File: config.mk
export PLATFORM = sky130hd
export DESIGN_NAME = otg_evt_irq
export DESIGN_NICKNAME = d
export VERILOG_FILES = /design/src/rtl/otg_evt_irq.sv
export SDC_FILE = /design/constraint.sdc
export NUM_CORES = 1
export LEC_CHECK = 0
export BUFFER_PORTS_ARGS = -buffer_cell sky130_fd_sc_hd__clkbuf_2
export CORE_MARGIN = 1.5
export CORE_UTILIZATION = 48
export CTS_CLUSTER_DIAMETER = 80
export DETAILED_ROUTE_END_ITERATION = 16
export GPL_TIMING_DRIVEN = 0
export HOLD_SLACK_MARGIN = 0.06
export PLACE_DENSITY = 0.76
export SYNTH_ARGS = -nofsm -noshare
export SYNTH_HDL_FRONTEND = slang
export SYNTH_SLANG_ARGS = --single-unit
File: constraint.sdc
create_clock -name clk -period 1.75 [get_ports clk]
set_input_delay 0.35 -clock clk [delete_from_list [all_inputs] [get_ports clk]]
set_output_delay 0.35 -clock clk [all_outputs]
set_load 0.03 [all_outputs]
File: src/rtl/otg_evt_irq.sv
module otg_evt_irq #(
  parameter int AW   = 4,
  parameter int SYNC = 2
) (
  input  logic          clk,
  input  logic          rst_n,
  input  logic          wr,
  input  logic [AW-1:0] addr,
  input  logic [31:0]   wdata,
  output logic [31:0]   rdata,
  input  logic [3:0]    phy_ctl,
  input  logic          otg_evt,
  input  logic          core_irq,
  output logic          irq_misc,
  output logic          irq_core
);
  localparam logic [31:0] MISC_MASK = 32'h0003_3939;
  localparam logic [AW-1:0] A_SYS  = AW'(0);
  localparam logic [AW-1:0] A_MRAW = AW'(1);
  localparam logic [AW-1:0] A_MST  = AW'(2);
  localparam logic [AW-1:0] A_MSET = AW'(3);
  localparam logic [AW-1:0] A_MCLR = AW'(4);
  localparam logic [AW-1:0] A_CRAW = AW'(5);
  localparam logic [AW-1:0] A_CST  = AW'(6);
  localparam logic [AW-1:0] A_CSET = AW'(7);
  localparam logic [AW-1:0] A_CCLR = AW'(8);

  logic [3:0]  sh [SYNC];
  logic [3:0]  prev;
  logic        dma_dis;
  logic [31:0] misc_raw, misc_en;
  logic        core_raw, core_en;

  logic [3:0]  cur, rise, fall;
  logic        dma_clr_ev;
  logic [31:0] misc_ev, misc_clr;
  logic        core_clr;

  assign cur  = sh[SYNC-1];
  assign rise = cur & ~prev;
  assign fall = prev & ~cur;
  assign dma_clr_ev = wr && addr == A_SYS && dma_dis && !wdata[16];

  always_comb begin
    misc_ev     = '0;
    misc_ev[13] = rise[3];
    misc_ev[12] = rise[2];
    misc_ev[11] = rise[1];
    misc_ev[8]  = rise[0];
    misc_ev[5]  = fall[3];
    misc_ev[4]  = fall[2];
    misc_ev[3]  = fall[1];
    misc_ev[0]  = fall[0];
    misc_ev[16] = otg_evt;
    misc_ev[17] = dma_clr_ev;
  end

  assign misc_clr = (wr && (addr == A_MRAW || addr == A_MST)) ? wdata : '0;
  assign core_clr = wr && (addr == A_CRAW || addr == A_CST) && wdata[0];

  always_ff @(posedge clk) begin
    if (!rst_n) begin
      for (int i = 0; i < SYNC; i++) sh[i] <= '0;
      prev     <= '0;
      dma_dis  <= 1'b0;
      misc_raw <= '0;
      misc_en  <= '0;
      core_raw <= 1'b0;
      core_en  <= 1'b0;
    end else begin
      sh[0] <= phy_ctl;
      for (int i = 1; i < SYNC; i++) sh[i] <= sh[i-1];
      prev     <= cur;
      misc_raw <= (misc_raw & ~misc_clr) | misc_ev;
      core_raw <= (core_raw & ~core_clr) | core_irq;
      if (wr) begin
        case (addr)
          A_SYS:  dma_dis <= wdata[16];
          A_MSET: misc_en <= misc_en | (wdata & MISC_MASK);
          A_MCLR: misc_en <= misc_en & ~wdata;
          A_CSET: core_en <= core_en | wdata[0];
          A_CCLR: core_en <= core_en & ~wdata[0];
          default: ;
        endcase
      end
    end
  end

  always_comb begin
    case (addr)
      A_SYS:          rdata = {15'b0, dma_dis, 16'b0};
      A_MRAW:         rdata = misc_raw;
      A_MST:          rdata = misc_raw & misc_en;
      A_MSET, A_MCLR: rdata = misc_en;
      A_CRAW:         rdata = {31'b0, core_raw};
      A_CST:          rdata = {31'b0, core_raw & core_en};
      A_CSET, A_CCLR: rdata = {31'b0, core_en};
      default:        rdata = '0;
    endcase
  end

  assign irq_misc = |(misc_raw & misc_en);
  assign irq_core = core_raw & core_en;
endmodule


== Word-level counts from Yosys, hierarchy flattened ==
Memory sizes are Yosys's and may differ from the RTL's.
Index checks and enable logic that the tools add are counted.
Word-level totals
  register bits after elaboration: 71
  bits in latches: 0
  bits in writable memories: 8
  ROM bits: 0
  bits of input ports: 45
  output and inout bits: 34
  word-level logic and storage cells: 61
  memories: 1
Memory list
  sh: depth 2, bits a word 4, rd ports 2, clocked after memory_dff 0, wr ports 2, RTL line 28  | logic [3:0] sh [SYNC];
Cells by class
  $add $sub $neg: 0
  multiply operators: 0
  div/mod/pow operators: 0
  $lt $le $gt $ge: 0
  equal/unequal tests: 8
  shifts and indexed selects: 0
  mux-type cells: 8
  bitwise operators: 20
  reduce and logical (&&, ||, !) cells: 18
Operators with widths (number)
  32-bit case mux with 7 select lines: 1
  32-bit AND: 3
  32-bit NOT: 2
  32-bit by 18-bit OR with 32-bit output: 2
  32-bit case mux with 2 select lines: 1
  32-bit 2-to-1 mux: 1
  32-bit OR reduction: 1
  4-bit by 3-bit equality test with 1-bit output (second input constant): 4
  4-bit AND: 2
  4-bit by 2-bit equality test with 1-bit output (second input constant): 2
  4-bit 2-to-1 mux: 2
  4-bit NOT: 2
  1-bit logical AND: 6
  2-bit AND reduction: 3
  4-bit by 1-bit equality test with 1-bit output (second input constant): 1
  4-bit equality test (second input constant): 1
  4-bit zero test: 1
  1-bit OR: 4
  2-bit nonzero test: 2
  2-bit OR reduction: 2
  1-bit AND: 3
  1-bit logical OR: 2
  1-bit 2-to-1 mux: 2
  1-bit NOT: 2
  other kinds (2): 2

== Longest topological paths before layout ==
  word-level depth: 7
  gate-level depth with buffers: 6
  gate-level depth less buffers: 4

== Worst setup path after synthesis ==
OpenSTA, ideal clock, no wires.
  kind: input -> output
  from: input port addr[0]
  to: output port rdata[16]
  arrival time: 1.727 ns
  data required time: 1.400 ns
  path slack: -0.327 ns
  stages: 5
  path buffers: 2
  cell sequence: buf_2 -> nor4b_4 -> clkbuf_1 -> a21oi_1 -> o32ai_1
Between the ends
  longest elaborated chain between the ends: 3
  elaborated cells between the ends (all ways): 12
  those cells by class: 8 x eq/ne; 1 x mux; 3 x reduce/logical
RTL lines
  start, declared: RTL line 8  | input logic [AW-1:0] addr,
  4-bit equality test, or another cell as far along: RTL line 90  | case (addr)
  2-bit OR reduction: RTL line 90
  32-bit case mux with 7 select lines (*): RTL line 90
  end, declared: RTL line 10  | output logic [31:0] rdata,
Mark *: on every way between the ends. The rest lies on a longest branch, timed or not.

== Final worst setup path ==
  from: register misc_raw[22]
  to: output port irq_misc
Between the ends
  longest elaborated chain between the ends: 2
RTL lines
  start, declared: RTL line 31  | logic [31:0] misc_raw, misc_en;
  start signal, assigned: RTL line 74  | misc_raw <= (misc_raw & ~misc_clr) | misc_ev;
  32-bit AND: RTL line 102  | assign irq_misc = |(misc_raw & misc_en);
  32-bit OR reduction: RTL line 102
  end, declared: RTL line 14  | output logic irq_misc,
No other way between the ends.

==> flow_metrics.py <==
metrics = {
    "placement": {
        "gp_congestion": 0.885,
        "post-dp-hpwl_um": 6980,
        "port_buffers": 76,
        "placed_area_sq_um": 4080,
    },
    "power": {
        "irDropWorstVdd_mv": 0.542,
        "p_int_w": 0.00288,
        "switchingPower_w": 0.000930,
        "combinationalPowerShare_pct": 11.4,
        "p_clk_share_pct": 39.9,
        "power.density_nw_per_um2": 723,
        "p_leak_nw": 2.45,
        "seq_power_share_pct": 48.6,
        "p_sw_share_pct": 24.4,
    },
    "clocking": {
        "clk_latency_ns": 0.35,
        "cts_made_buffers": 9,
        "cts_htree_levels": 3,
        "tritoncts": "done",
        "cts_sinks": 79,
        "root_buffer": "clkbuf_8",
        "cts.reportedPaths.clkPinSlew_ns": 0.09,
        "cts_max_path_buffers": 2,
    },
    "sta": {
        "hold_ws_ns": 0.179,
        "fin_setup_tns_ns": -6.71,
        "timing.final.ws_setup_ns": -0.575,
        "fmax_ghz": 0.430,
        "period_share_pct": 133,
        "rsz0062_at_grt": "yes",
        "clock_skew_ns": 0.00280,
        "slew_viol_final": 0,
        "tightest_slew_ns": 0.657,
        "hold_viol": 0,
        "finalSetupViolations": 33,
        "min_period_ns": 2.32,
        "slew_headroom_pct": 55.9,
    },
    "logic_synthesis": {
        "yosysWarningCount": 0,
        "syn_area_sq_um": 3380,
        "avgSynthCellArea_sq_um": 9.07,
        "yosysTopAreaCell": "dfxtp_1",
        "synth_most_common_cell": "dfxtp_1",
        "synth_top_area_share_pct": 46.7,
        "synth_area_leaders": "dfxtp_1 (47%), a22o_1 (8.3%), a21oi_1 (7.0%)",
        "synthTopCellsByCount": "dfxtp_1 (79), nand2_1 (52), a21oi_1 (47)",
        "ys_types": 41,
        "synthArstFlopShare_pct": 0,
        "ys_ff_latch": 79,
        "syn-num-nets": 418,
        "syn_inst": 373,
        "ys.flop_type": "dfxtp_1",
        "synth_edf_count": 0,
        "ys_seq_area_share_pct": 46.7,
    },
    "route": {
        "drt-total-wl_um": 12200,
        "vias": 3654,
        "detail-route-antenna-nets": 0,
        "wl_per_cell_um": 20.7,
        "drc": 0,
        "drt_first_pass_iters": 5,
        "dr.first_iter.drc_count": 419,
        "vias_per_cell": 6.19,
    },
    "global_routing": {
        "grt_pass1_wl_um": 17900,
        "grt-ovfl-total": 0,
        "grtUsageTotal_pct": 31.7,
        "grt_pass1_vias": 3493,
        "use_met2_pct": 52.9,
        "antenna_found_initial": 0,
        "grt_max_degree": 14,
        "use_met1_pct": 39.5,
        "grt_util_met3_pct": 5.31,
        "top_usage_layer": "met2",
    },
    "outcome": {
        "status": "complete, but fails checks",
        "failed_checks": "setup timing",
    },
    "floorplan": {
        "num_rows": 30,
        "start_util_pct": 49.8,
        "die-height_um": 87.0,
        "die_width_um": 87.0,
        "top_level_ports": 79,
        "coreArea_sq_um": 6790,
        "die_area_sq_um": 7560,
    },
    "setup_path": {
        "cp-start-kind": "flip-flop",
        "reg2reg_slack_ns": 0.85,
        "worst_setup_path_end_kind": "output pin",
        "worst_ep_required_time_ns": 1.40,
        "cp_data_arrival_time_ns": 1.97,
        "worstPathMaxFanout": 4,
        "path_class": "flip-flop to output pin",
    },
    "cells_and_area": {
        "drive_above_1_share_pct": 38.3,
        "area_growth_syn_to_layout_pct": 55.6,
        "fin_nets": 534,
        "antenna_cells": 0,
        "stdcell_area_sq_um": 5270,
    },
    "hold_path": {
        "hold_path.class": "primary input to flip-flop",
    },
    "job": {
        "max_cap_violations": 0,
    },
}
==> worst max-delay path, stage by stage, from the launching register on <==
cell and delay (ns):
dfxtp_1 0.35, a22oi_1 0.32, nand4_1 0.21, or4_4 0.59, buf_8 0.15
==> layout by cell type, fill, tap and decap left out, drive strengths merged, types with 2 or more instances in the layout <==
cell,synthesis,final
nand2,52,52
o21ai,4,4
nor3,2,2
clkinv,0,2
buf,10,74
a21boi,3,3
mux2i,3,3
nor2b,3,3
a21oi,47,47
nand4,2,2
nor4b,3,3
a21o,30,30
or2,2,2
a211oi,10,10
nor2,3,3
nand2b,2,2
a22o,32,32
inv,9,9
bufinv,0,2
a22oi,12,12
dfxtp,79,79
nand3,2,2
clkbuf,17,69
a32o,4,4
a31oi,12,12
a221oi,2,2
o21a,4,4
and2,13,13
==> power groups by stage <==
stage               Sequential [W]  Clock (W)  Combinational (W)
global route               0.00186    0.00161           0.000457
CTS                        0.00185    0.00151           0.000382
global placement           0.00189          0           0.000291
floorplan                  0.00188          0           0.000174
finish                     0.00185    0.00152           0.000435
detailed placement         0.00189          0           0.000298
==> stage by stage <==
| stage | cells | util, % | total power (W) | worst slack (ns) |
|---|---|---|---|---|
| global placement | 545 | 60.0 | 0.00218 | -0.531 |
| global route | 590 | 77.5 | 0.00392 | -0.571 |
| floorplan | 373 | - | 0.00206 | -0.0445 |
| finish | 590 | 77.5 | 0.00381 | -0.575 |
| CTS | 585 | 73.3 | 0.00375 | -0.436 |
| detailed placement | 545 | 60.0 | 0.00219 | -0.544 |
==> final timing paths <==
path                            from                       end  cells after the start
max          misc_raw[22]$_SDFF_PN0_                  irq_misc                      4
min                        wdata[25]  misc_en[25]$_SDFFE_PN0P_                      2
max reg2reg     dma_dis$_SDFFE_PN0N_   misc_raw[17]$_SDFF_PN0_                      3
min reg2reg      sh[0][3]$_SDFF_PN0_       sh[0][7]$_SDFF_PN0_                      1
==> cells by family after synthesis <==
family	Yosys count	synth area share [%]
mux	3	0.887
flops	79	46.7
simple gates	88	13.2
compound gates	166	34.5
xor+xnor	1	0.259
buf+inv	36	4.44
==> final cells by class <==
| cell class | instances | area, sq um |
|---|---|---|
| Multi-Input combinational cell | 258 | 1940 |
| Sequential cell | 79 | 1590 |
| Fill cell | 409 | 1530 |
| Timing Repair Buffer | 107 | 1120 |
| Buffer | 25 | 239 |
| Clock buffer | 11 | 141 |
| Tap cell | 96 | 120 |
| Clock inverter | 5 | 81.3 |
| Inverter | 9 | 33.8 |
==> timing repair <==
item / 4_1_cts / 5_1_grt
endpoints found under the setup margin: 33 / 53
resized for setup: 112 / 72
hold buffers: 0 / 0
setup buffers: 19 / 7
pin swaps: 14 / 31
gates cloned: 5 / 3
==> per-layer routing <==
metal  vias up  routed length (um)  part of all wire [%]
met5         -                   0                     0
met2       229                5820                    48
met4         0                 474                   3.9
met3        50                 976                   8.0
met1      1763                4920                    40
li1       1612                   -                     -
Note: power is estimated with default switching activity, not from simulation.
